## src/rtl/smul_pkg.sv

```systemverilog
package smul_pkg;

   // Bit positions inside the condition field
   localparam int CF_LT = 3;
   localparam int CF_GT = 2;
   localparam int CF_EQ = 1;
   localparam int CF_SO = 0;
   localparam int CF_W  = 4;

   // Core variant selector values
   localparam int CORE_SINGLE = 0;
   localparam int CORE_ITER   = 1;

   typedef struct packed {
      logic so;
      logic ov;
   } ovf_flags_t;

   typedef struct packed {
      logic ovf_en;
      logic rec_en;
   } op_ctl_t;

endpackage

```

## src/rtl/smul_core_single.sv

```systemverilog
module smul_core_single #(
   parameter int WORD_W = 32,
   localparam int PROD_W = 2 * WORD_W
) (
   input  logic              clk,
   input  logic              rst_n,
   input  logic              load,
   input  logic [WORD_W-1:0] mul_a,
   input  logic [WORD_W-1:0] mul_b,
   output logic              busy,
   output logic              prod_valid,
   output logic [PROD_W-1:0] product
);

   logic signed [PROD_W-1:0] a_ext;
   logic signed [PROD_W-1:0] b_ext;
   logic        [PROD_W-1:0] prod_q;
   logic                     valid_q;

   always_comb begin
      a_ext = {{WORD_W{mul_a[WORD_W-1]}}, mul_a};
      b_ext = {{WORD_W{mul_b[WORD_W-1]}}, mul_b};
   end

   always_ff @(posedge clk) begin
      if (!rst_n) begin
         prod_q  <= '0;
         valid_q <= 1'b0;
      end else begin
         valid_q <= load;
         if (load) prod_q <= a_ext * b_ext;
      end
   end

   assign busy       = 1'b0;
   assign prod_valid = valid_q;
   assign product    = prod_q;

endmodule

```

## src/rtl/smul_core_iter.sv

```systemverilog
module smul_core_iter #(
   parameter int WORD_W = 32,
   localparam int PROD_W = 2 * WORD_W,
   localparam int CNT_W  = $clog2(WORD_W) + 1
) (
   input  logic              clk,
   input  logic              rst_n,
   input  logic              load,
   input  logic [WORD_W-1:0] mul_a,
   input  logic [WORD_W-1:0] mul_b,
   output logic              busy,
   output logic              prod_valid,
   output logic [PROD_W-1:0] product
);

   localparam logic [CNT_W-1:0] LAST_STEP = CNT_W'(WORD_W - 1);

   logic              run_q;
   logic [CNT_W-1:0]  step_q;
   logic [PROD_W-1:0] acc_q;
   logic [PROD_W-1:0] mcand_q;
   logic [WORD_W-1:0] mplier_q;
   logic              neg_q;
   logic              valid_q;
   logic [WORD_W-1:0] mag_a;
   logic [WORD_W-1:0] mag_b;
   logic [PROD_W-1:0] acc_next;

   // Magnitudes as unsigned W-bit values; the most negative input maps to 2^(W-1)
   always_comb begin
      mag_a = mul_a[WORD_W-1] ? (~mul_a + 1'b1) : mul_a;
      mag_b = mul_b[WORD_W-1] ? (~mul_b + 1'b1) : mul_b;
      acc_next = mplier_q[0] ? (acc_q + mcand_q) : acc_q;
   end

   always_ff @(posedge clk) begin
      if (!rst_n) begin
         run_q    <= 1'b0;
         step_q   <= '0;
         acc_q    <= '0;
         mcand_q  <= '0;
         mplier_q <= '0;
         neg_q    <= 1'b0;
         valid_q  <= 1'b0;
      end else begin
         valid_q <= 1'b0;
         if (load) begin
            run_q    <= 1'b1;
            step_q   <= '0;
            acc_q    <= '0;
            mcand_q  <= {{WORD_W{1'b0}}, mag_a};
            mplier_q <= mag_b;
            neg_q    <= mul_a[WORD_W-1] ^ mul_b[WORD_W-1];
         end else if (run_q) begin
            acc_q    <= acc_next;
            mcand_q  <= {mcand_q[PROD_W-2:0], 1'b0};
            mplier_q <= {1'b0, mplier_q[WORD_W-1:1]};
            step_q   <= step_q + 1'b1;
            if (step_q == LAST_STEP) begin
               run_q   <= 1'b0;
               valid_q <= 1'b1;
            end
         end
      end
   end

   assign busy       = run_q;
   assign prod_valid = valid_q;
   assign product    = neg_q ? (~acc_q + 1'b1) : acc_q;

endmodule

```

## src/rtl/smul_flag_update.sv

```systemverilog
module smul_flag_update
   import smul_pkg::*;
#(
   parameter int WORD_W = 32,
   localparam int PROD_W = 2 * WORD_W
) (
   input  logic [PROD_W-1:0] product,
   input  op_ctl_t           ctl,
   input  ovf_flags_t        flags_cur,
   input  logic [CF_W-1:0]   cond_cur,
   output ovf_flags_t        flags_nxt,
   output logic [CF_W-1:0]   cond_nxt
);

   logic [WORD_W:0]   top_bits;
   logic              fits;
   logic [WORD_W-1:0] low;
   logic              low_neg;
   logic              low_zero;

   always_comb begin
      top_bits = product[PROD_W-1:WORD_W-1];
      fits     = (top_bits == '0) || (top_bits == '1);
      low      = product[WORD_W-1:0];
      low_neg  = low[WORD_W-1];
      low_zero = (low == '0);

      // Flags first: the condition field copies the updated summary bit
      flags_nxt = flags_cur;
      if (ctl.ovf_en) begin
         flags_nxt.ov = !fits;
         if (!fits) flags_nxt.so = 1'b1;
      end

      cond_nxt = cond_cur;
      if (ctl.rec_en) begin
         cond_nxt[CF_LT] = low_neg;
         cond_nxt[CF_GT] = !low_neg && !low_zero;
         cond_nxt[CF_EQ] = low_zero;
         cond_nxt[CF_SO] = flags_nxt.so;
      end
   end

endmodule

```

## src/rtl/smul_mq_unit.sv

```systemverilog
module smul_mq_unit
   import smul_pkg::*;
#(
   parameter int WORD_W    = 32,
   parameter int ITERATIVE = CORE_ITER
) (
   input  logic              clk,
   input  logic              rst_n,
   input  logic              start,
   input  logic [WORD_W-1:0] op_a,
   input  logic [WORD_W-1:0] op_b,
   input  logic              ovf_en,
   input  logic              rec_en,
   output logic              done,
   output logic [WORD_W-1:0] hi_word,
   output logic [WORD_W-1:0] lo_word,
   output logic              sum_ovf,
   output logic              ovf,
   output logic [3:0]        cond
);

   localparam int PROD_W = 2 * WORD_W;

   if (WORD_W < 2) begin : g_bad_width
      $error("smul_mq_unit: WORD_W must be at least 2");
   end
   if (ITERATIVE != CORE_SINGLE && ITERATIVE != CORE_ITER) begin : g_bad_mode
      $error("smul_mq_unit: ITERATIVE must be 0 or 1");
   end

   logic              core_busy;
   logic              core_valid;
   logic [PROD_W-1:0] core_prod;
   logic              accept;
   op_ctl_t           ctl_q;
   logic              ctl_ovf_en;
   ovf_flags_t        flags_q;
   ovf_flags_t        flags_nxt;
   logic [CF_W-1:0]   cond_q;
   logic [CF_W-1:0]   cond_nxt;
   logic [WORD_W-1:0] hi_q;
   logic [WORD_W-1:0] lo_q;
   logic              done_q;

   assign accept = start && !core_busy;

   if (ITERATIVE == CORE_ITER) begin : g_core_iter
      smul_core_iter #(.WORD_W(WORD_W)) u_core (
         .clk        (clk),
         .rst_n      (rst_n),
         .load       (accept),
         .mul_a      (op_a),
         .mul_b      (op_b),
         .busy       (core_busy),
         .prod_valid (core_valid),
         .product    (core_prod)
      );
   end else begin : g_core_single
      smul_core_single #(.WORD_W(WORD_W)) u_core (
         .clk        (clk),
         .rst_n      (rst_n),
         .load       (accept),
         .mul_a      (op_a),
         .mul_b      (op_b),
         .busy       (core_busy),
         .prod_valid (core_valid),
         .product    (core_prod)
      );
   end

   // Control bits travel with the accepted operation
   always_ff @(posedge clk) begin
      if (!rst_n) ctl_q <= '0;
      else if (accept) ctl_q <= '{ovf_en: ovf_en, rec_en: rec_en};
   end

   smul_flag_update #(.WORD_W(WORD_W)) u_flags (
      .product   (core_prod),
      .ctl       (ctl_q),
      .flags_cur (flags_q),
      .cond_cur  (cond_q),
      .flags_nxt (flags_nxt),
      .cond_nxt  (cond_nxt)
   );

   always_ff @(posedge clk) begin
      if (!rst_n) begin
         hi_q    <= '0;
         lo_q    <= '0;
         flags_q <= '0;
         cond_q  <= '0;
         done_q  <= 1'b0;
      end else begin
         done_q <= core_valid;
         if (core_valid) begin
            hi_q    <= core_prod[PROD_W-1:WORD_W];
            lo_q    <= core_prod[WORD_W-1:0];
            flags_q <= flags_nxt;
            cond_q  <= cond_nxt;
         end
      end
   end

   assign ctl_ovf_en = ctl_q.ovf_en;
   assign done    = done_q;
   assign hi_word = hi_q;
   assign lo_word = lo_q;
   assign sum_ovf = flags_q.so;
   assign ovf     = flags_q.ov;
   assign cond    = cond_q;

endmodule

```

## config.mk

```make
export PLATFORM = sky130hd
export DESIGN_NAME = smul_mq_unit
export DESIGN_NICKNAME = d
export VERILOG_FILES = /design/src/rtl/smul_pkg.sv /design/src/rtl/smul_core_single.sv /design/src/rtl/smul_core_iter.sv /design/src/rtl/smul_flag_update.sv /design/src/rtl/smul_mq_unit.sv
export SDC_FILE = /design/constraint.sdc
export NUM_CORES = 1
export LEC_CHECK = 0
export BUFFER_PORTS_ARGS = -buffer_cell sky130_fd_sc_hd__buf_2
export CAP_MARGIN = 0
export CORE_MARGIN = 2
export CORE_UTILIZATION = 61
export DETAILED_ROUTE_END_ITERATION = 7
export HOLD_SLACK_MARGIN = 0.15
export PLACE_DENSITY_LB_ADDON = 0.1
export SYNTH_ARGS = -nofsm -noshare
export SYNTH_HDL_FRONTEND = slang
export SYNTH_HIERARCHICAL = 1
export SYNTH_SLANG_ARGS = --single-unit
export TNS_END_PERCENT = 10
```

## constraint.sdc

```tcl
create_clock -name clk -period 5.1 [get_ports clk]
set_clock_uncertainty 0.05 [all_clocks]
set_input_delay 0.255 -clock clk [delete_from_list [all_inputs] [get_ports clk]]
set_output_delay 0.255 -clock clk [all_outputs]
set_load 0.005 [all_outputs]
```

==> impl_summary.md <==
Synth
Ranked by total cell area, the synthesized netlist is headed by sky130_fd_sc_hd__dfxtp_1, sky130_fd_sc_hd__mux2i_1, sky130_fd_sc_hd__xnor2_1, sky130_fd_sc_hd__ha_1, sky130_fd_sc_hd__a21oi_1. For this run, asynchronously set or reset flops after synthesis account for 0. The synthesized netlist net count is 2084. The count of distinct cell types in the synthesized netlist is 72. The share of Yosys cell area claimed by the top area cell type is 0.3023. The dominant synthesized flop cell is sky130_fd_sc_hd__dfxtp_1.

After synthesis, the mean cell area works out to 8.231 sq um. The biggest area contributor in the post-synthesis netlist is sky130_fd_sc_hd__dfxtp_1. The number of storage elements in the synthesis netlist is 242. The sequential cell area fraction in the yosys report is 0.3023.

The netlist area before placement is 0.01603 sq mm. The number of enable-type register cells in the synthesized netlist is 0. Synthesis produced a netlist whose cell count is 1947.

The total number of yosys warnings is 6.

Clock tree
At the later pin of the worst-skew pair, clock insertion delay measures 530 ps. The TritonCTS clock tree is done. Counting the buffers created by CTS gives 27. The sink count of the clock tree is 242. CTS built an H-tree with a depth of 1.

The clock edge transition at the registers on the reported setup and hold paths is 60 ps. The maximum clock path buffer count is 3. The tree is rooted in a sky130_fd_sc_hd__clkbuf_16.

STA
The worst path needs 4842 ps of the cycle, external delays included. Setup repair after global routing left no endpoint under its margin. The final setup violation count is 0. Measured against its own limit, the worst slew margin works out to 0.2834. The maximum clock rate is 206.5 MHz. Dividing the final minimum period by the clock period gives 0.9495. The final-report max-slew violation count is 0. Hold timing on the final database bottoms out at a slack of 170.2 ps. The final number of hold-violating endpoints is 0.

At the pin with the least slew margin, the transition time is 1075 ps. The worst-case setup margin in the final layout is 257.7 ps. The final total negative setup slack is 0 ps.

Placement
At the end of routability-driven placement, the weighted congestion stood at 0.9645. In this run the tool buffered the top-level ports with 139 buffer cells. In this run, placement finished with an instance count of 2325. OpenSTA, run right after detailed placement, puts the worst setup slack at 246.6 ps. The detailed-placement wirelength estimate is 29940 um.

Pwr
The reported net switching power is 1.209 mW. Of the total power, the share spent switching nets is 0.2535. The internal power contribution is 3.561 mW. The share of total power in combinational logic is 0.129. In this run the power density over the cells is 258.9 mW/mm^2. Summing internal, switching and leakage power gives 4.770 mW. Summed over all cells, the static leakage comes to 7.647 nW. The portion of total power attributed to the clock network is 0.452. The register share of total power is 0.419. IR analysis of the VDD net gives a maximum drop of 0.2899 mV.

Finish
From synthesis to final layout, the design area changed by 14.94%. The register cell area after layout is 0.004853 sq mm. The number of fill cells is 2054.

The multi-input logic area is 0.01059 sq mm. The number of cells in the finished layout apart from fillers is 2439. 0 antenna diodes ended up in the layout.

For this run, the post-layout net count is 2221. In the final layout, the share of cells above drive strength 1 is 0.1221.

Critical path
Of all nets on the critical path, the largest fanout is 7. Across all register-to-register paths, the minimum setup slack is 260 ps. The count of buffering cells on the critical path with inverters included is 0. The required time at the endpoint of the critical path is 5470 ps.

The worst flop-to-flop path endpoint is cond[0]$_SDFFE_PN0P_. For the worst flop-to-flop path, the logic depth is 17. Grouping stages by cell kind, the critical path spends the most delay in simple AND/OR/NAND/NOR gates.

The timing endpoint of the critical path is cond[0]$_SDFFE_PN0P_. The worst setup path is launched from a flop. The worst setup path is of the reg -> reg kind.

The launch point of the worst reg-to-reg path is g_core_iter.u_core/acc_q[13]$_SDFFE_PP0P_. The kind of end point of the critical path is a flop. Tracing the worst setup path back leads to its startpoint at g_core_iter.u_core/acc_q[13]$_SDFFE_PP0P_. The worst endpoint data arrival time is 5210 ps. The highest cell delay on the worst timing path is 600 ps. The critical path runs through a total of 17 cells.

The slowest cell on the critical path is sky130_fd_sc_hd__or4_4. Traced cell by cell, the critical path runs through or4_4, nor4_4, nand4_1, nand2b_1, nand2b_1, nand2b_1, or3_1, or4_4, o31ai_2, xnor2_1, nand4_1, nor4_1, nand4_1, o21ai_2, a31oi_1, mux2i_1, nor2b_1.

Route
The first-iteration detailed-routing DRC count is 1294. Dividing the detail-routed via count by the number of cells gives 6.096. The count of TritonRoute iterations in the first routing pass is 5. The detail-routed net length per standard cell is 17.68 um. The total wire length is 43120 um. The detailed-route DRC error count is 0.

Across all layers, the routed design uses 14870 vias. The count of nets left with antenna violations after detail routing is 0.

Global route
The maximum number of pins on one net before global-route repair is 88. The via count of the first global-routing pass is 13580. Global routing finished with a remaining overflow of 0.

The total global-route track usage is 0.2987. The first global-routing pass estimated 69330 um of wire. The initial antenna violation count is 1.

Floorplan
The die height is 166.1 um. The die span in x is 166.1 um. The floorplan has 59 rows. The die outline area is 0.02759 sq mm. 140 I/O pins were placed. The initial core utilization is 0.6185. The region available for standard cell placement spans 0.02591 sq mm.

Flow run
The count of max-cap constraint violations is 0.

Min path
The worst hold path belongs to the class in -> reg.

Outcome
The run finished with clean final reports.
repair_timing:
item	in CTS	in global routing
hold buffers	63	0
endpoints found under the hold margin	64	0
endpoints found under the setup margin	0	3
resized for setup	0	1
setup buffers	0	2
cells in the final DEF, fill, tap and decap left out, types with 36 or more instances in the layout:
cell                              n
sky130_fd_sc_hd__nor2_1         149
sky130_fd_sc_hd__a21o_1          42
sky130_fd_sc_hd__o31ai_1         36
sky130_fd_sc_hd__xnor2_1        130
sky130_fd_sc_hd__xor2_1          40
sky130_fd_sc_hd__a21oi_1        164
sky130_fd_sc_hd__nor2b_1        122
sky130_fd_sc_hd__mux2i_1        153
sky130_fd_sc_hd__dfxtp_1        239
sky130_fd_sc_hd__dlygate4sd3_1   63
sky130_fd_sc_hd__ha_1            67
sky130_fd_sc_hd__buf_2          138
sky130_fd_sc_hd__o21ai_0         92
sky130_fd_sc_hd__nand2_1        211
sky130_fd_sc_hd__nand4_1         39
power by group through the flow:
stage | clock, mW | sequential [mW] | combinational [mW]
global route | 2.26 | 2.00 | 0.673
CTS | 2.19 | 2.00 | 0.600
finish | 2.16 | 2.00 | 0.616
global placement | 0 | 2.04 | 0.551
detailed placement | 0 | 2.04 | 0.561
floorplan | 0 | 2.00 | 0.441
sequential cells by signal, indices dropped and copies added, names as in the netlist, 4 cells and up:
| signal | count |
|---|---|
| cond | 4 |
| g_core_iter.u_core/acc_q | 64 |
| lo_word | 32 |
| g_core_iter.u_core/step_q | 6 |
| g_core_iter.u_core/mplier_q | 32 |
| g_core_iter.u_core/mcand_q | 64 |
| hi_word | 32 |
through the flow:
stage / util / instance area [sq um]
after floorplan: - / 16030
after global placement: 0.6472 / 16770
after detailed placement: 0.6472 / 16770
after CTS: 0.7103 / 18400
after global routing: 0.7109 / 18420
final: 0.7109 / 18420
Yosys cell counts, types with 18 or more instances:
| library cell | number |
|---|---|
| sky130_fd_sc_hd__o31ai_1 | 36 |
| sky130_fd_sc_hd__dfxtp_1 | 242 |
| sky130_fd_sc_hd__clkbuf_1 | 87 |
| sky130_fd_sc_hd__nand2_1 | 211 |
| sky130_fd_sc_hd__nor2_1 | 151 |
| sky130_fd_sc_hd__xnor2_1 | 130 |
| sky130_fd_sc_hd__mux2_2 | 18 |
| sky130_fd_sc_hd__or3_1 | 19 |
| sky130_fd_sc_hd__mux2i_1 | 153 |
| sky130_fd_sc_hd__ha_1 | 67 |
| sky130_fd_sc_hd__a21oi_1 | 164 |
| sky130_fd_sc_hd__o21ai_0 | 92 |
| sky130_fd_sc_hd__nand3_1 | 28 |
| sky130_fd_sc_hd__a21o_1 | 42 |
| sky130_fd_sc_hd__nor4_1 | 23 |
| sky130_fd_sc_hd__o41ai_1 | 20 |
| sky130_fd_sc_hd__inv_1 | 25 |
| sky130_fd_sc_hd__xor2_1 | 40 |
| sky130_fd_sc_hd__nand4_1 | 39 |
| sky130_fd_sc_hd__nor2b_1 | 123 |
| sky130_fd_sc_hd__nor3_1 | 20 |
worst reg2reg max path, cell delays in order, from the launching register on:
cell,delay (ps)
sky130_fd_sc_hd__dfxtp_1,380
sky130_fd_sc_hd__or4_4,600
sky130_fd_sc_hd__nor4_4,300
sky130_fd_sc_hd__nand4_1,220
sky130_fd_sc_hd__nand2b_1,250
sky130_fd_sc_hd__nand2b_1,250
sky130_fd_sc_hd__nand2b_1,210
sky130_fd_sc_hd__or3_1,370
sky130_fd_sc_hd__or4_4,470
sky130_fd_sc_hd__o31ai_2,220
sky130_fd_sc_hd__xnor2_1,230
sky130_fd_sc_hd__nand4_1,150
sky130_fd_sc_hd__nor4_1,320
sky130_fd_sc_hd__nand4_1,160
sky130_fd_sc_hd__o21ai_2,220
sky130_fd_sc_hd__a31oi_1,120
sky130_fd_sc_hd__mux2i_1,140
sky130_fd_sc_hd__nor2b_1,60
worst min path at each step:
stage	startpoint	endpoint	slack, ps	cells past startpoint
after floorplan	ovf_en	ctl_ovf_en$_SDFFE_PN0P_	350	2
after detailed placement	lo_word[14]$_SDFFE_PN0P_	lo_word[14]$_SDFFE_PN0P_	450	2
after CTS	op_a[26]	g_core_iter.u_core/mcand_q[26]$_SDFFE_PN0P_	160	4
after global placement	g_core_iter.u_core/step_q[5]$_SDFFE_PP0P_	g_core_iter.u_core/step_q[5]$_SDFFE_PP0P_	430	2
after global routing	op_a[26]	g_core_iter.u_core/mcand_q[26]$_SDFFE_PN0P_	190	4
final	op_a[26]	g_core_iter.u_core/mcand_q[26]$_SDFFE_PN0P_	170	4
layout make-up:
class | instances | share of cell area
clock inverter | 13 | 0.01148
timing repair buffer | 220 | 0.07947
multi-input combinational | 1568 | 0.5748
clock buffer | 36 | 0.04299
tap | 335 | 0.02275
sequential | 242 | 0.2635
inverter | 25 | 0.005094
layer usage:
layer | GRT usage | up-vias | wire length, um
met5 | 0 | - | 0
met4 | 0.07713 | 0 | 896
met3 | 0.03908 | 77 | 3479
met2 | 0.4658 | 574 | 18640
met1 | 0.4368 | 6966 | 20100
li1 | - | 7250 | -
kinds of logic (layout without fill, tap and decap cells):
| family | Yosys count | in the layout | share of synthesized area |
|---|---|---|---|
| AND/OR/NAND/NOR | 692 | 692 | 0.2183 |
| AO/OA/AOI/OAI | 467 | 467 | 0.1867 |
| flip-flops | 242 | 242 | 0.3023 |
| adder cells (fa/ha/maj) | 68 | 68 | 0.05356 |
| XOR/XNOR | 170 | 170 | 0.09290 |
| multiplexers | 171 | 171 | 0.1082 |
| buffers and inverters | 137 | 294 | 0.03802 |
Power figures use the tool's default switching activity.
